## config.mk

```make
export PLATFORM = sky130hd
export DESIGN_NAME = audio_fifo_thresh
export DESIGN_NICKNAME = d
export VERILOG_FILES = /design/src/rtl/audio_fifo_thresh.sv
export SDC_FILE = /design/constraint.sdc
export NUM_CORES = 1
export LEC_CHECK = 0
export ABC_AREA = 1
export BUFFER_PORTS_ARGS = -buffer_cell sky130_fd_sc_hd__buf_2
export CELL_PAD_IN_SITES_DETAIL_PLACEMENT = 0
export CELL_PAD_IN_SITES_GLOBAL_PLACEMENT = 2
export CORE_ASPECT_RATIO = 1.2
export CORE_MARGIN = 10
export CORE_UTILIZATION = 38
export DETAILED_ROUTE_END_ITERATION = 12
export PLACE_DENSITY_LB_ADDON = 0.1
export SYNTH_ARGS = -nofsm -noshare
export SYNTH_HDL_FRONTEND = slang
export SYNTH_SLANG_ARGS = --single-unit
```

## constraint.sdc

```tcl
create_clock -name clk -period 2.8 [get_ports clk]
set_input_delay 0.56 -clock clk [delete_from_list [all_inputs] [get_ports clk]]
set_output_delay 0.56 -clock clk [all_outputs]
set_load 0.02 [all_outputs]
```

## src/rtl/audio_fifo_thresh.sv

```systemverilog
module audio_fifo_thresh #(
  parameter int DATA_W = 32,
  parameter int DEPTH  = 8,
  parameter int TH_W   = 3,
  parameter bit IS_RX  = 1'b0,
  localparam int AW    = $clog2(DEPTH),
  localparam int LW    = AW + 1
) (
  input  logic              clk,
  input  logic              rst_n,
  input  logic              push_valid,
  input  logic [DATA_W-1:0] push_data,
  input  logic              pop_req,
  output logic [DATA_W-1:0] pop_data,
  input  logic              clear_req,
  output logic              clear_busy,
  input  logic [TH_W-1:0]   threshold,
  input  logic              dma_en,
  input  logic              ovf_clr,
  input  logic              udf_clr,
  output logic [LW-1:0]     level,
  output logic              full,
  output logic              empty,
  output logic              thresh_flag,
  output logic              overflow,
  output logic              underflow,
  output logic              dma_req
);

  logic [DATA_W-1:0] mem [DEPTH];
  logic [AW-1:0]     wr_ptr, rd_ptr;
  logic [LW-1:0]     count;
  logic              clr_q, ovf_q, udf_q;
  logic              pop_ok, push_ok, ovf_evt, udf_evt;
  logic [LW-1:0]     th_ext;

  assign full    = (count == LW'(DEPTH));
  assign empty   = (count == '0);
  assign pop_ok  = pop_req & ~empty & ~clr_q;
  assign push_ok = push_valid & ~clr_q & (~full | pop_ok);
  assign ovf_evt = push_valid & ~clr_q & ~push_ok;
  assign udf_evt = pop_req & ~clr_q & empty;
  assign th_ext  = LW'(threshold);

  always_ff @(posedge clk or negedge rst_n) begin
    if (!rst_n) begin
      wr_ptr <= '0;
      rd_ptr <= '0;
      count  <= '0;
      clr_q  <= 1'b0;
      ovf_q  <= 1'b0;
      udf_q  <= 1'b0;
    end else begin
      clr_q <= clear_req;
      ovf_q <= ovf_evt | (ovf_q & ~ovf_clr);
      udf_q <= udf_evt | (udf_q & ~udf_clr);
      if (clr_q) begin
        wr_ptr <= '0;
        rd_ptr <= '0;
        count  <= '0;
      end else begin
        if (push_ok) wr_ptr <= wr_ptr + AW'(1);
        if (pop_ok)  rd_ptr <= rd_ptr + AW'(1);
        case ({push_ok, pop_ok})
          2'b10:   count <= count + LW'(1);
          2'b01:   count <= count - LW'(1);
          default: count <= count;
        endcase
      end
    end
  end

  always_ff @(posedge clk) begin
    if (push_ok) mem[wr_ptr] <= push_data;
  end

  generate
    if (IS_RX) begin : g_rx
      assign thresh_flag = (count >= th_ext);
      assign dma_req     = dma_en & ~empty;
    end else begin : g_tx
      assign thresh_flag = (count <= th_ext);
      assign dma_req     = dma_en & ~full;
    end
  endgenerate

  assign pop_data   = mem[rd_ptr];
  assign level      = count;
  assign clear_busy = clr_q;
  assign overflow   = ovf_q;
  assign underflow  = udf_q;

endmodule


```

==> metrics.md <==
| Metric | Value |
|---|---|
| Commonest non-fill, non-tap cell in the layout | edfxtp_1 |
| Worst-Skew Late Latency | roughly 0.53 ns |
| Remaining antenna violation count | 0 |
| Clock Path Buffers | 3 |
| Drt via density | between 5 and 6 |
| Post-synthesis compound-gate area fraction | 7.24% |
| # fillers | roughly 2.6k |
| Type of origin of the critical path | register |
| Initial antenna violation count | 2 |
| CP Max Fanout | 64 |
| Post-synth top area share | 70.6% |
| RD Place Congestion | a little under 0.7 |
| Crit path kind | reg -> out |
| Drt wl/cell | 20.5 µm |
| DR WL met3 | around 1200 µm |
| Die Wd | 175 µm |
| Hold path startpoint | clear_req |
| Xor/xnor share of the synthesized area | 0.161% |
| Total clock sinks | around 270 |
| Adder-cell area share of the yosys netlist | less than 1% |
| CP Capture Type | primary output |
| Area growth from synthesis to layout | 17.5% |
| Number of synthesis warnings | 0 |
| Clock network power share | a little under two fifths |
| Syn Inst Count | between 700 and 800 |
| Post-Syn Nets | 820 |
| Register bit total from synthesis | roughly 270 |
| Synthesized area | between 10,000 and 15,000 µm² |
| Max-slew violations | 0 |
| First-pass DRT Iterations | 5 |
| Final instance area | about 13,000 µm² |
| Sw frac | around 27% |
| Peak Freq | between 300 and 400 MHz |
| Clk_skew | around 0.014 ns |
| 1st-iter DRT viols | 376 |
| First-pass GRT wire length | a little under 40,000 µm |
| Area of the core | 28,100 µm² |
| Total grt overflow | 0 |
| M1 WL | about 11,000 µm |
| CTS tree | done |
| Largest family of logic cells by synthesized area | simple AND/OR/NAND/NOR gates |
| Largest net degree at the start of global routing | slightly above 80 |
| DPL Wire Length | 13,800 µm |
| Fin. Hold Viols | 0 |
| Most frequent cells in the layout | edfxtp_1, nand2_1, buf_2 |
| GR Util All Layers | between 10% and 20% |
| Worst Hold Class | in -> reg |
| Least-Margin Pin Slew | between 0.5 and 0.6 ns |
| Initial Util | 38.8% |
| Final min period | about 2.7 ns |
| R2R cell count | 9 |
| RSZ-0062 raised after global routing | true |
| R2R Path Start | level[1] |
| Clock transition at path regs | roughly 0.06 ns |
| Post-DP Area | between 10,000 and 15,000 µm² |
| Setup violators final | 0 |
| Worst Hold End | clear_busy |
| Comb power frac | 17.3% |
| # diodes | 0 |
| Vias in the first global route | around 7k |
| Setup slack, reg-to-reg | 0.74 ns |
| Share of layout cells above drive strength 1 | between 10% and 20% |
| Max-capacitance violation count | 0 |
| Tcrit/Tclk final | between 90% and 100% |
| Worst hold slack | approximately 0.13 ns |
| Largest area contributor in the netlist | edfxtp_1 |
| DRC viols | 0 |
| Power Density | 789 nW/µm² |
| Non-filler instance count after layout | roughly 1.3k |
| P_sw | 2730 µW |
| R2r endpoint | mem[5][2] |
| Worst vdd ir | ~0.44 mV |
| Die area | approximately 36,000 µm² |
| Yosys cell types | 32 |
| Power Internal | approximately 7400 µW |
| Die span in y | just over 200 µm |
| Top sig layer | met5 |
| Met2 wire length | between 10,000 and 15,000 µm |
| Seq/Total Area, Yosys | 73.6% |
| Synth top area cells | edfxtp_1, mux2i_1, nand2_1 |
| Total I/O pin count | 86 |
| Seq pwr share | 45.5% |
| Mux cell area share after synthesis | 5.89% |
| Quantity of I/O buffers inserted on ports | between 80 and 90 |
| Worst path arrival time | between 2 and 2.5 ns |
| Placed cell count | 1,207 |
| NumNets Final | roughly 910 |
| DRT Wirelength | between 20,000 and 30,000 µm |
| Std cell rows | 67 |
| Final Util | between 40% and 50% |
| Via count | about 6.5k |
| Num CTS Buffers | 29 |
| Htree depth | 1 |
| Status | finished clean |
| Tot Pwr | 10,100 µW |
| Root Buffer | clkbuf_16 |
| Critical Path RT | 2.24 ns |
| Synth Area per Inst | roughly 14 µm² |
| LEAKAGE | 0.00446 µW |
| Simple-Gate Fraction of Synth Area | under 10% |
| Slew HR | 64.2% |
| Worst Hold Depth | 1 |
==> worst max-delay path by stage <==
stage / start / to
after CTS: rd_ptr[0] / pop_data[21]
final: rd_ptr[0] / pop_data[29]
after global placement: rd_ptr[0] / pop_data[4]
after global routing: rd_ptr[0] / pop_data[29]
after detailed placement: rd_ptr[0] / pop_data[10]
after floorplan: level[1] / mem[0][0]
==> cells in the mapped netlist <==
cell type,n
fa_1,1
or2_4,1
mux2i_1,64
xor2_1,1
nor2_4,1
buf_6,8
buf_12,6
inv_6,1
a21oi_1,1
clkinv_1,1
o21ai_1,12
buf_1,6
nor2_1,79
inv_1,20
ha_1,7
a21o_1,1
edfxtp_1,256
buf_2,6
nor3_1,1
a32oi_1,1
o22ai_1,65
nand2_1,117
nand3_1,13
dfrtp_1,13
nand4_1,2
inv_2,4
nand3_2,2
o21ai_0,60
nand2_2,2
xnor2_1,1
buf_8,2
clkbuf_1,14
==> through the flow <==
step,setup slack (ns),TNS [ns]
2_1_floorplan,-0.235,-30.07
3_3_place_gp,0.504,0
3_5_place_dp,0.461,0
4_1_cts,0.0250,0
5_1_grt,-0.0141,-0.0214
6_report,0.135,0
==> sequential cells by signal, summed over array words and instances (netlist names) <==
register	cells
wr_ptr	3
level	4
overflow	1
mem	256
clear_busy	1
underflow	1
rd_ptr	3
==> timing repair <==
item | in CTS | in global routing
buffers inserted | 1 | 0
pin swaps | 0 | 0
resized for setup | 2 | 6
gates cloned | 0 | 1
endpoints found under the setup margin | 23 | 30
hold endpoints to repair | 13 | 0
hold buffers | 1 | 0
==> cell families after synthesis <==
family / count (synthesis)
fa+ha+maj: 8
buf+inv: 68
simple gates: 218
compound gates: 140
mux: 64
xor+xnor: 2
flops: 269
==> critical path: stages (launching register included) <==
cell and delay [ns]:
dfrtp_4 0.58, clkinv_8 0.30, nor2_1 0.08, o22ai_1 0.18
nand2_1 0.06, nand2_1 0.16, buf_2 0.19
==> layout make-up <==
class	instances	area [µm²]	area share, %
Clock buffer	33	741	5.79
Clock inverter	20	203	1.58
Timing Repair Buffer	104	757	5.92
Tap cell	379	474	3.71
Multi-Input combinational cell	432	2480	19.4
Sequential cell	269	8020	62.7
Inverter	26	110	0.861
==> power groups by stage <==
stage / sequential [µW] / clock, µW / combinational [µW]
floorplan: 4650 / 0 / 1280
global placement: 4660 / 0 / 1690
detailed placement: 4670 / 0 / 1720
CTS: 4580 / 3870 / 1750
global route: 4600 / 4040 / 1930
finish: 4590 / 3760 / 1740
==> metal layers <==
metal,GRT usage [%],vias to the layer above
met3,2.66,39
li1,-,3031
met2,24.4,124
met1,17.4,3253
met5,0,-
met4,3.27,4
(Power assumes the default switching activity.)
